**config.mk**
```make
export PLATFORM = sky130hd
export DESIGN_NAME = irq_gate_ctrl
export DESIGN_NICKNAME = d
export VERILOG_FILES = /design/src/rtl/irq_gate_pkg.sv /design/src/rtl/irq_sync.sv /design/src/rtl/irq_condition.sv /design/src/rtl/irq_gate_core.sv /design/src/rtl/irq_gate_ctrl.sv
export SDC_FILE = /design/constraint.sdc
export NUM_CORES = 1
export LEC_CHECK = 0
export ABC_AREA = 1
export BUFFER_PORTS_ARGS = -buffer_cell sky130_fd_sc_hd__buf_2
export CAP_MARGIN = 40
export CORE_AREA = 2 2 39 41
export CTS_CLUSTER_DIAMETER = 30
export DETAILED_ROUTE_END_ITERATION = 8
export DIE_AREA = 0 0 41 43
export GPL_ROUTABILITY_DRIVEN = 0
export GPL_TIMING_DRIVEN = 0
export PLACE_DENSITY = 0.43
export SETUP_SLACK_MARGIN = 0.3
export SKIP_CTS_REPAIR_TIMING = 1
export SYNTH_ARGS = -nofsm -noshare
export SYNTH_HDL_FRONTEND = slang
export SYNTH_SLANG_ARGS = --single-unit
```
**constraint.sdc**
```tcl
create_clock -name clk -period 1.1 [get_ports clk]
set_input_delay 0.11 -clock clk [delete_from_list [all_inputs] [get_ports clk]]
set_output_delay 0.11 -clock clk [all_outputs]
set_load 0.005 [all_outputs]
```
**src/rtl/irq_gate_pkg.sv**
```systemverilog
`timescale 1ns/1ps
package irq_gate_pkg;

   // trigger selection, encoding fixed by the port contract
   typedef enum logic [1:0] {
      TRIG_LEVEL_LOW  = 2'b00,
      TRIG_LEVEL_HIGH = 2'b01,
      TRIG_EDGE_RISE  = 2'b10,
      TRIG_EDGE_FALL  = 2'b11
   } trig_mode_e;

   // both flops of the gate in one record
   typedef struct packed {
      logic req;
      logic en;
   } gate_state_t;

   localparam gate_state_t GATE_RESET = '{req: 1'b0, en: 1'b0};

endpackage

```
**src/rtl/irq_sync.sv**
```systemverilog
`timescale 1ns/1ps
module irq_sync #(
   parameter int   STAGES  = 2,
   parameter logic RST_VAL = 1'b1
) (
   input  logic clk,
   input  logic rst_n,
   input  logic d_async,
   output logic q_sync
);
   localparam int LAST = STAGES - 1;

   logic [LAST:0] chain;

   generate
      if (STAGES < 2) begin : g_bad_depth
         $error("irq_sync: STAGES must be at least 2");
      end
      for (genvar i = 0; i < STAGES; i++) begin : g_stage
         if (i == 0) begin : g_first
            always_ff @(posedge clk or negedge rst_n) begin
               if (!rst_n) chain[0] <= RST_VAL;
               else        chain[0] <= d_async;
            end
         end else begin : g_next
            always_ff @(posedge clk or negedge rst_n) begin
               if (!rst_n) chain[i] <= RST_VAL;
               else        chain[i] <= chain[i-1];
            end
         end
      end
   endgenerate

   assign q_sync = chain[LAST];
endmodule

```
**src/rtl/irq_condition.sv**
```systemverilog
`timescale 1ns/1ps
module irq_condition
   import irq_gate_pkg::*;
#(
   parameter logic IDLE_VAL = 1'b1
) (
   input  logic       clk,
   input  logic       rst_n,
   input  logic       line_s,
   input  logic [1:0] mode,
   output logic       hit
);
   logic prev_q;
   logic rise, fall;
   trig_mode_e sel;

   always_ff @(posedge clk or negedge rst_n) begin
      if (!rst_n) prev_q <= IDLE_VAL;
      else        prev_q <= line_s;
   end

   assign rise = line_s & ~prev_q;
   assign fall = ~line_s & prev_q;
   assign sel  = trig_mode_e'(mode);

   always_comb begin
      unique case (sel)
         TRIG_LEVEL_LOW:  hit = ~line_s;
         TRIG_LEVEL_HIGH: hit = line_s;
         TRIG_EDGE_RISE:  hit = rise;
         TRIG_EDGE_FALL:  hit = fall;
         default:         hit = 1'b0;
      endcase
   end
endmodule

```
**src/rtl/irq_gate_core.sv**
```systemverilog
`timescale 1ns/1ps
module irq_gate_core
   import irq_gate_pkg::*;
(
   input  logic clk,
   input  logic rst_n,
   input  logic hit,
   input  logic insn_done,
   input  logic en_pulse,
   input  logic dis_pulse,
   input  logic ret_pulse,
   output logic pending,
   output logic ack,
   output logic req_flag,
   output logic en_flag
);
   gate_state_t st_q, st_d;

   assign pending = st_q.req & st_q.en;
   assign ack     = pending & insn_done;

   always_comb begin
      st_d = st_q;
      // a fresh request outranks the acknowledge clear
      if (hit)      st_d.req = 1'b1;
      else if (ack) st_d.req = 1'b0;
      // clearing sources outrank setting sources
      if (ack || dis_pulse)          st_d.en = 1'b0;
      else if (en_pulse || ret_pulse) st_d.en = 1'b1;
   end

   always_ff @(posedge clk or negedge rst_n) begin
      if (!rst_n) st_q <= GATE_RESET;
      else        st_q <= st_d;
   end

   assign req_flag = st_q.req;
   assign en_flag  = st_q.en;
endmodule

```
**src/rtl/irq_gate_ctrl.sv**
```systemverilog
`timescale 1ns/1ps
module irq_gate_ctrl
   import irq_gate_pkg::*;
#(
   parameter int   SYNC_STAGES = 2,
   parameter logic LINE_IDLE   = 1'b1
) (
   input  logic       clk,
   input  logic       rst_n,
   input  logic       irq_line,
   input  logic [1:0] trig_mode,
   input  logic       insn_done,
   input  logic       en_pulse,
   input  logic       dis_pulse,
   input  logic       ret_pulse,
   output logic       irq_pending,
   output logic       irq_ack
);
   logic line_s;
   logic hit;
   logic req_flag;
   logic en_flag;

   generate
      if (SYNC_STAGES < 2) begin : g_bad_sync
         $error("irq_gate_ctrl: SYNC_STAGES must be at least 2");
      end
   endgenerate

   irq_sync #(.STAGES(SYNC_STAGES), .RST_VAL(LINE_IDLE)) u_sync (
      .clk(clk), .rst_n(rst_n), .d_async(irq_line), .q_sync(line_s)
   );

   irq_condition #(.IDLE_VAL(LINE_IDLE)) u_cond (
      .clk(clk), .rst_n(rst_n), .line_s(line_s), .mode(trig_mode), .hit(hit)
   );

   irq_gate_core u_core (
      .clk(clk), .rst_n(rst_n), .hit(hit), .insn_done(insn_done),
      .en_pulse(en_pulse), .dis_pulse(dis_pulse), .ret_pulse(ret_pulse),
      .pending(irq_pending), .ack(irq_ack),
      .req_flag(req_flag), .en_flag(en_flag)
   );
endmodule

```
==> flow_metrics.py <==
metrics = {
    "synthesis": {
        "synth_fp_nets": 39,
        "synth_cell_types": 9,
        "syn_area_um2": 227.7,
        "synth.area.mux_share": 0,
        "syn_inst": 30,
        "ys_ff_latch": 5,
        "synth_top_family_by_area": "simple AND/OR/NAND/NOR gates",
        "synth_xor_area_frac": 0,
        "synth_compound_area_frac": 0,
        "yosysSeqAreaShare": 0.5659,
        "yosys_warnings": 0,
        "syn_area_per_cell_um2": 7.591,
        "synthAdderAreaFrac": 0,
        "yosys.area_share.simple": 0.3022,
    },
    "run_status": {
        "status": "finished, final reports clean",
    },
    "worst_setup_path": {
        "end_kind": "output pin",
        "path_max_fanout": 2,
        "startpoint_type": "register",
        "critPathRequiredTime_ns": 0.99,
        "cp.arrival_ns": 0.94,
        "worst-setup-path-type": "reg -> out",
    },
    "cts": {
        "clk_latency_ns": 0.24,
        "path_clk_slew_ns": 0.04,
        "cts.sinks": 5,
        "cts_tree": "yes",
        "htree_num_levels": 1,
        "clock_path_buffers": 2,
        "cts-root-buf": "clkbuf_4",
        "numCtsBuffers": 3,
    },
    "sta": {
        "rsz0062_at_grt": "yes",
        "fin_crit_sh": 0.9517,
        "hold_ws_ns": 0.09618,
        "worstMarginPinSlew_ns": 0.1466,
        "fin_skew_ns": 0.003554,
        "min_period_ns": 1.047,
        "drv_slew": 0,
        "hold_viol": 0,
        "max_freq_mhz": 955.2,
        "setup_violations": 0,
        "relSlewSlack": 0.9015,
    },
    "route": {
        "wl_per_cell_um": 7.778,
        "drtAntennaViolNets": 0,
        "wirelength_um": 490,
        "met1_length_um": 178,
        "routed.top_layer": "met3",
        "drtPass1Iterations": 2,
        "met2WireLength_um": 286,
        "viasPerCell": 3.619,
        "dr_total_vias": 228,
        "route.detailed.drc": 0,
        "dr_wl_met3_um": 26,
        "drtIter0Drc": 4,
    },
    "layout": {
        "drive_gt1_frac": 0.4681,
        "instances_no_fill": 63,
        "fillers": 153,
        "layout.nets": 57,
        "fin_area_um2": 359.1,
        "antenna_cells": 0,
        "syn2layout_area_growth_pct": 57.69,
        "final_cell_mix": "11 x nand2_1, 10 x buf_2, 6 x inv_1",
        "layout_commonest_cell": "nand2_1",
        "final_core_util": 0.2595,
    },
    "global_routing": {
        "grt_antenna_before_repair": 0,
        "grt_usage": 0.07273,
        "grt_pass1_vias": 222,
        "grt_first_pass_wirelength_um": 786,
        "grt_overflow": 0,
        "grt_max_degree": 6,
    },
    "pwr": {
        "ir_worst_vdd_uv": 622.5,
        "p_per_area_mw_per_mm2": 1380,
        "leakage_nw": 0.2151,
    },
    "die": {
        "fp-row-count": 14,
        "io-pin-count": 11,
        "chipHeight_um": 43,
        "initial_core_util": 0.1646,
        "die_area_mm2": 0.001763,
        "die_w_um": 41,
        "core_mm2": 0.001384,
    },
    "placement": {
        "dpl_cell_area_um2": 297.8,
        "io_buffers": 10,
        "place_hpwl_um": 387.9,
        "place_inst": 56,
    },
    "min_path": {
        "hp-class": "in -> reg",
    },
    "run": {
        "maxCapViolCount": 0,
    },
}
power by group:
part	internal (mW)	switching, mW
Sequential	0.203	0.00751
Combinational	0.0391	0.0384
Clock	0.137	0.0709
critical path, cell delays in order (launching register included):
cell	delay, ns
dfrtp_1	0.37
nand2_1	0.08
inv_2	0.04
nand2_2	0.06
inv_1	0.04
buf_2	0.11
synth_stat cells:
master / n / share of area
dfstp_2: 3 / 0.35
nor3_1: 1 / 0.022
nand2_1: 11 / 0.18
nand3_1: 1 / 0.022
nand2_2: 1 / 0.027
dfrtp_1: 2 / 0.22
inv_1: 7 / 0.12
inv_2: 1 / 0.016
nor2_1: 3 / 0.049
per-stage QoR:
step                      total power [mW]   TNS [ns]  setup WS (ns)
after floorplan                     0.2440          0         0.2094
final                               0.4956          0        0.05313
after global routing                0.5356  -0.006661      -0.006661
after detailed placement            0.2782          0         0.1086
after global placement              0.2747          0         0.1479
after CTS                           0.4987          0        0.01594
flip-flops by register name (all words and copies together) (netlist names):
name             count
u_core.req_flag      1
u_sync.q_sync        1
u_sync.chain         1
u_cond.prev_q        1
u_core.en_flag       1
kinds of logic after synthesis:
| family | after synthesis |
|---|---|
| simple gates | 17 |
| buf+inv | 8 |
| flops | 5 |
worst paths after layout:
path / slack (ns) / startpoint / cells past startpoint / to
setup reg to reg: 0.14 / u_sync.q_sync / 5 / u_core.req_flag
min in group asynchronous: 0.21 / rst_n / 2 / u_core.en_flag
max in group asynchronous: 0.67 / rst_n / 2 / u_sync.q_sync
hold reg to reg: 0.35 / u_sync.chain[0] / 0 / u_sync.q_sync
hold / removal: 0.1 / dis_pulse / 4 / u_core.en_flag
setup / recovery: 0.05 / u_core.en_flag / 5 / irq_ack
routing by layer:
layer | up-vias | GRT usage
li1 | 118 | -
met1 | 103 | 0.06557
met2 | 7 | 0.1063
met3 | 0 | 0.03141
met4 | 0 | 0.08000
met5 | - | 0
area by class of cell:
class | instances | area (um^2) | area share
Multi-Input combinational cell | 17 | 76.32 | 0.2125
Timing Repair Buffer | 13 | 77.57 | 0.2160
Clock buffer | 4 | 26.28 | 0.07317
Inverter | 8 | 30.03 | 0.08362
Sequential cell | 5 | 128.9 | 0.3589
Tap cell | 16 | 20.02 | 0.05575
No activity file was read; power rests on OpenSTA's default activity.
